===== config.mk =====
export PLATFORM = sky130hd
export DESIGN_NAME = pwm5_brm
export DESIGN_NICKNAME = d
export VERILOG_FILES = /design/src/rtl/pwm5_brm.sv
export SDC_FILE = /design/constraint.sdc
export NUM_CORES = 1
export LEC_CHECK = 0
export BUFFER_PORTS_ARGS = -buffer_cell sky130_fd_sc_hd__buf_2
export CAP_MARGIN = 20
export CORE_ASPECT_RATIO = 1.4
export CORE_UTILIZATION = 59
export CTS_CLUSTER_DIAMETER = 50
export DETAILED_ROUTE_END_ITERATION = 8
export PLACE_DENSITY = 0.83
export SKIP_CTS_REPAIR_TIMING = 1
export SYNTH_ARGS = -nofsm -noshare
export SYNTH_HDL_FRONTEND = slang
export SYNTH_SLANG_ARGS = --single-unit

===== constraint.sdc =====
create_clock -name clk -period 2.45 [get_ports clk]
set_input_delay 0.49 -clock clk [delete_from_list [all_inputs] [get_ports clk]]
set_output_delay 0.49 -clock clk [all_outputs]
set_load 0.03 [all_outputs]

===== src/rtl/pwm5_brm.sv =====
module pwm5_brm #(
  parameter int NCH   = 5,
  parameter int AW    = 3,
  parameter int DUTYW = 5,
  parameter int BRMW  = 3,
  parameter int PSW   = 2
) (
  input  logic           clk,
  input  logic           rst_n,
  input  logic [AW-1:0]  addr,
  input  logic [7:0]     wdata,
  input  logic           wr_en,
  output logic [7:0]     rdata,
  input  logic [NCH-1:0] port_latch,
  output logic [NCH-1:0] pwm_pin
);
  localparam int SW       = DUTYW + BRMW;
  localparam int DIVW     = 1 << PSW;
  localparam int SEL_ADDR = NCH;
  localparam int EN_ADDR  = NCH + 1;

  logic [SW-1:0]    set_q [NCH];
  logic [SW-1:0]    act_q [NCH];
  logic [PSW-1:0]   sel_q;
  logic [NCH-1:0]   en_q;
  logic [DIVW-1:0]  div_q;
  logic [DUTYW-1:0] cyc_q;
  logic [BRMW-1:0]  frm_q;

  logic [DIVW:0]    mask;
  logic             tick, cyc_end, frame_end;
  logic [BRMW-1:0]  frm_rev;

  assign mask      = ((DIVW+1)'(2) << sel_q) - (DIVW+1)'(1);
  assign tick      = (div_q & mask[DIVW-1:0]) == mask[DIVW-1:0];
  assign cyc_end   = tick && (cyc_q == '1);
  assign frame_end = cyc_end && (frm_q == '1);

  always_comb
    for (int b = 0; b < BRMW; b++) frm_rev[b] = frm_q[BRMW-1-b];

  always_ff @(posedge clk or negedge rst_n) begin
    if (!rst_n) begin
      div_q <= '0;
      cyc_q <= '0;
      frm_q <= '0;
    end else begin
      div_q <= div_q + 1'b1;
      if (tick) cyc_q <= cyc_q + 1'b1;
      if (cyc_end) frm_q <= frm_q + 1'b1;
    end
  end

  always_ff @(posedge clk or negedge rst_n) begin
    if (!rst_n) begin
      sel_q <= '0;
      en_q  <= '0;
      for (int i = 0; i < NCH; i++) begin
        set_q[i] <= '0;
        act_q[i] <= '0;
      end
    end else begin
      if (wr_en) begin
        for (int i = 0; i < NCH; i++)
          if (addr == AW'(i)) set_q[i] <= wdata[SW-1:0];
        if (addr == AW'(SEL_ADDR)) sel_q <= wdata[PSW-1:0];
        if (addr == AW'(EN_ADDR))  en_q  <= wdata[NCH-1:0];
      end
      if (frame_end)
        for (int i = 0; i < NCH; i++) act_q[i] <= set_q[i];
    end
  end

  always_comb begin
    rdata = '0;
    for (int i = 0; i < NCH; i++)
      if (addr == AW'(i)) rdata = 8'(set_q[i]);
    if (addr == AW'(SEL_ADDR)) rdata = 8'(sel_q);
    if (addr == AW'(EN_ADDR))  rdata = 8'(en_q);
  end

  for (genvar g = 0; g < NCH; g++) begin : g_ch
    logic [DUTYW-1:0] duty;
    logic [BRMW-1:0]  nrep;
    logic             wave;
    assign duty = act_q[g][SW-1:BRMW];
    assign nrep = act_q[g][BRMW-1:0];
    assign wave = (cyc_q < duty) || ((cyc_q == duty) && (frm_rev < nrep));
    assign pwm_pin[g] = en_q[g] ? wave : port_latch[g];
  end
endmodule


==> results of run 1 <==
-- layer usage --
layer / share of wire / up-vias
met4: 0.040 / 0
met1: 0.39 / 1863
met5: 0 / -
met3: 0.039 / 36
li1: - / 1632
met2: 0.53 / 113
-- path summary, 6_finish.rpt --
| path | endpoint |
|---|---|
| worst min-delay path | set_q[31]$_DFFE_PN0P_ |
| min in group clk | set_q[38]$_DFFE_PN0P_ |
| worst max-delay path | pwm_pin[4] |
| max in group asynchronous | set_q[8]$_DFFE_PN0P_ |
| worst min register to register | act_q[31]$_DFFE_PN0P_ |
| worst max register to register | act_q[38]$_DFFE_PN0P_ |
-- logic make-up (layout without fill, tap and decap cells) --
family / count (synthesis) / after routing / share of synthesized area
compound gates: 55 / 55 / 0.0716
fa+ha+maj: 40 / 40 / 0.0967
buf+inv: 50 / 112 / 0.0452
mux: 100 / 100 / 0.221
flops: 99 / 99 / 0.479
xor+xnor: 6 / 6 / 0.0102
simple gates: 70 / 70 / 0.0767
-- through the flow --
stage	setup WS [ns]	std cells	power, W	util	setup TNS (ns)
3_5_place_dp	-0.0352	564	0.00365	0.649	-0.0352
2_1_floorplan	0.0306	420	0.00307	-	0
4_1_cts	-0.427	580	0.00497	0.681	-1.31
3_3_place_gp	0.0770	564	0.00356	0.649	0
5_1_grt	-0.200	587	0.00569	0.715	-0.868
6_report	-0.155	587	0.00544	0.715	-0.546
-- critical path: cells and delay by family (launching register included) --
kind / cells / cell delay (ns)
adder cells (fa/ha/maj): 1 / 0.28
AO/OA/AOI/OAI: 3 / 0.40
flip-flops: 1 / 0.37
buffers and inverters: 2 / 0.21
AND/OR/NAND/NOR: 1 / 0.51
-- final cells by class --
cell class,count,area share
clock buffers,9,0.0368
flip-flops and latches,99,0.405
clock inverters,7,0.00858
repair buffers,58,0.0693
inverters,38,0.0233
well taps,105,0.0215
multi-input cells,271,0.436
-- sequential cells by signal (all words and copies together), names as in the netlist --
signal,count
act_q,40
set_q,40
cyc_q,5
en_q,5
div_q,4
frm_q,3
sel_q,2
-- synth_stat cells, types with 4 or more instances --
cell,number
a21oi_1,17
buf_2,4
buf_6,4
dfrtp_1,99
ha_1,40
inv_1,38
mux2_2,91
mux2i_1,5
nand2_1,8
nand2b_1,4
nand3_1,13
nand4_1,5
nor2_1,17
o21ai_0,12
o221ai_1,5
xnor2_1,4
-- where the power goes --
group	internal, W	switching, W	leakage [nW]
clock	0.000691	0.000628	0.124
combinational	0.000991	0.00105	1.38
sequential	0.00186	0.000218	1.28
total	0.00354	0.00190	2.78
==> metrics, run 1 <==
status=complete, but fails checks; failing checks=negative setup slack; Post-synth EDFFs=0; Final Cell Area=0.00612 mm2; Final GP Congestion=0.853; Placed Area=0.00555 mm2; crit path capture type=output port; power per cell area=889 mW/mm2; highest clock rate=0.384 GHz; most common cell after layout, fill and taps aside=dfrtp_1; area of the multi-input gates=0.00267 mm2; Rel. slew slack=0.594; Worst Path Required=1.96 ns; peak fanout along the critical path=2; Mapped Area=0.00517 mm2; #FFs+latches synth=99; starting DRC count in detailed routing=266; post-synth top area share=0.479; GR Util met2=0.472; num rows=40; share of cells above drive strength 1=0.413; H-tree depth=3; crit path kind=flip-flop to output port; Final ANT Viol Nets=0; DP HPWL=8460 um; largest net degree at the start of global routing=66; Min Clock Period, post-route=2.61 ns; vias=3644; Warnings, synthesis=0; reg2reg start=cyc_q[1]$_DFFE_PN0P_; post-synthesis cell count=420; CP Cell Sequence=inv_1 > ha_1 > o21ai_2 > a21oi_2 > or4b_4 > a31oi_4 > buf_6; CTS Buf Count=9; core area=0.00856 mm2; Starting Density=0.605; top_reg_cell synth=dfrtp_1; Avg WL per Cell=22.0 um; Clock Root Buffer=clkbuf_16; unrepaired setup endpoints after global routing=yes; # nets final=536; measured slew at the worst slew-check pin=0.607 ns; leading area contributor after synthesis=dfrtp_1; CP startpoint=act_q[1]$_DFFE_PN0P_; Total GRT Usage=0.280; sequential area share after synthesis=0.479; asr flop ratio synth=1.00; FF+latch area=0.00248 mm2; R2R depth=8; VDD IR max=0.698 mV; drt drc=0; clock skew=0.00945 ns; fillers=549; maxcap violations=0; Final WS setup=-0.155 ns; die area=0.00915 mm2; Congestion Overflow GR=0; final setup violation count=5; final hold vios=0; drt total wl=12900 um; Leak=2.78 nW; worst skew pair latency=0.35 ns; DRT Pass-1 Iters=4; met3 GRT Util=0.0403; crit share post-route=1.06; Die Height=113 um; syn avg cell area=12.3 um2; antenna violations before repair=0; Ports=32; Die W=81.1 um; syn nets=479; Num Clock Sinks=99; most frequent cells in the layout=99 x dfrtp_1, 91 x mux2_2, 37 x inv_1; Worst Hold Slack=0.0889 ns; Synth area leaders=dfrtp_1 48%, mux2_2 20%, ha_1 9.7%, inv_1 2.8%, a21oi_1 1.6%; vias in the first global route=3647; max-slew violation count=0; Max clock buf depth=2; critical path launch point type=flip-flop; Reg clk slew, reported paths=0.07 ns; Vias per Instance=6.21; Crit path largest cell delay=0.51 ns; synth unique cells=43; CP arrival=2.12 ns; first-pass GRT wire length=18700 um; gr busiest metal=met2; number of diodes=0; IO buf count=31; P&R area growth vs syn=18.3%; Hold/Removal Path Class=input pin to async pin; M1 GR Usage=0.352; Crit-path slowest cell=or4b_4; CTS tree=yes; worst reg2reg setup slack=0.25 ns
(Power assumes the default switching activity.)
==> run 2, diff against run 1 <==
--- a/config.mk
+++ b/config.mk
@@ -7,7 +7,7 @@
 export LEC_CHECK = 0
 export BUFFER_PORTS_ARGS = -buffer_cell sky130_fd_sc_hd__buf_2
 export CAP_MARGIN = 20
-export CORE_ASPECT_RATIO = 1.4
+export CORE_ASPECT_RATIO = 0.5
 export CORE_UTILIZATION = 59
 export CTS_CLUSTER_DIAMETER = 50
 export DETAILED_ROUTE_END_ITERATION = 8
==> run 2 against run 1 <==
Effect of this change: the flow still finishes with violations (negative setup slack); via count is 0.36% lower; sequential power barely moved; critical path depth down 1; die area grew 0.19%; core utilization rose by 3.0 points; combinational power down 3%; global-route usage rose by 1.0 points.
==> metrics, run 2 (synthesis gave the netlist of run 1 again) <==
Rel. slew slack=0.529; WP buf/inv=2; crit path kind=flip-flop to output port; drt total wl=12500 um; most common cell after layout, fill and taps aside=dfrtp_1; maxcap violations=0; final hold vios=0; reg2reg start=cyc_q[1]$_DFFE_PN0P_; # nets final=535; Die Height=68.2 um; Worst Path Required=1.96 ns; final setup violation count=5; failing checks=negative setup slack; DRT Pass-1 Iters=6; crit share post-route=1.06; first-pass GRT wire length=19100 um; Reg clk slew, reported paths=0.07 ns; core area=0.00826 mm2; Leak=2.82 nW; Max clock buf depth=2; measured slew at the worst slew-check pin=0.707 ns; setup TNS=-0.624 ns; Final Cell Area=0.00616 mm2; VDD IR max=0.711 mV; clock skew=0.00401 ns; Avg WL per Cell=21.1 um; Vias per Instance=6.12; P&R area growth vs syn=19.0%; Crit-path slowest cell=or4b_4; number of diodes=0; critical path launch point type=flip-flop; drt drc=0; CP arrival=2.11 ns; share of cells above drive strength 1=0.395; largest net degree at the start of global routing=54; starting DRC count in detailed routing=303; peak fanout along the critical path=2; DP HPWL=8620 um; CP Cell Sequence=buf_4 > ha_4 > nand4_1 > or4b_4 > a31oi_4 > buf_6; Hold/Removal Path Class=input pin to async pin; Post-Place Worst Slack=0.105 ns; Min Clock Period, post-route=2.60 ns; largest registers=act_q (40), set_q (40); Final GP Congestion=0.837; Congestion Overflow GR=0; Starting Density=0.626; status=complete, but fails checks; Final WS setup=-0.152 ns; most frequent cells in the layout=99 x dfrtp_1, 91 x mux2_2, 38 x inv_1; crit path capture type=output port; highest clock rate=0.384 GHz; Crit path max-delay family=simple AND/OR/NAND/NOR gates; antenna violations before repair=0; unrepaired setup endpoints after global routing=yes; Placed Area=0.00557 mm2; IO buf count=31; H-tree depth=3; vias=3631; Die W=134 um; CP startpoint=cyc_q[3]$_DFFE_PN0P_; Ports=32; CTS tree=yes; vias in the first global route=3555; Crit path largest cell delay=0.51 ns; power per cell area=921 mW/mm2; Num Clock Sinks=99; worst skew pair latency=0.35 ns; Clock Root Buffer=clkbuf_16; num rows=23; Final ANT Viol Nets=0; CTS Buf Count=9; Total GRT Usage=0.290; die area=0.00917 mm2; max-slew violation count=0
==> run 2: routing by layer <==
metal,vias to the layer above,GRT usage,wire (um)
met2,137,0.429,5630
met4,0,0.0899,201
met5,-,0,0
li1,1641,-,-
met1,1833,0.425,5580
met3,20,0.0667,1070
==> run 2: path summary, 6_finish.rpt <==
path,to,slack (ns),depth (start not counted)
hold / removal,act_q[7]$_DFFE_PN0P_,0.19,1
max in group asynchronous,act_q[32]$_DFFE_PN0P_,1.67,2
min in group clk,set_q[13]$_DFFE_PN0P_,0.46,2
setup / recovery,pwm_pin[4],-0.15,6
hold reg to reg,act_q[31]$_DFFE_PN0P_,0.49,1
setup reg to reg,act_q[14]$_DFFE_PN0P_,0.31,9
==> run 2: final cells by class <==
type                    instances  area (um2)
clock buffers                  10         229
clock inverters                 6         114
fillers                       468        2100
inverters                      38         143
multi-input cells             271        2630
flip-flops and latches         99        2480
well taps                     112         140
repair buffers                 57         429
==> run 2: per-stage QoR <==
stage / hold slack (ns) / utilization / instances / total power (W)
detailed placement: 0.477 / 0.674 / 570 / 0.00364
CTS: 0.207 / 0.715 / 586 / 0.00529
global placement: 0.468 / 0.674 / 570 / 0.00358
global route: 0.238 / 0.746 / 593 / 0.00597
finish: 0.194 / 0.746 / 593 / 0.00567
floorplan: 0.194 / - / 420 / 0.00307
==> run 2: power by group <==
part / total, W / internal [W] / leakage [nW] / switching (W)
clock: 0.00161 / 0.000999 / 0.159 / 0.000610
combinational: 0.00198 / 0.000956 / 1.38 / 0.00102
sequential: 0.00209 / 0.00186 / 1.28 / 0.000229
total: 0.00567 / 0.00381 / 2.82 / 0.00186
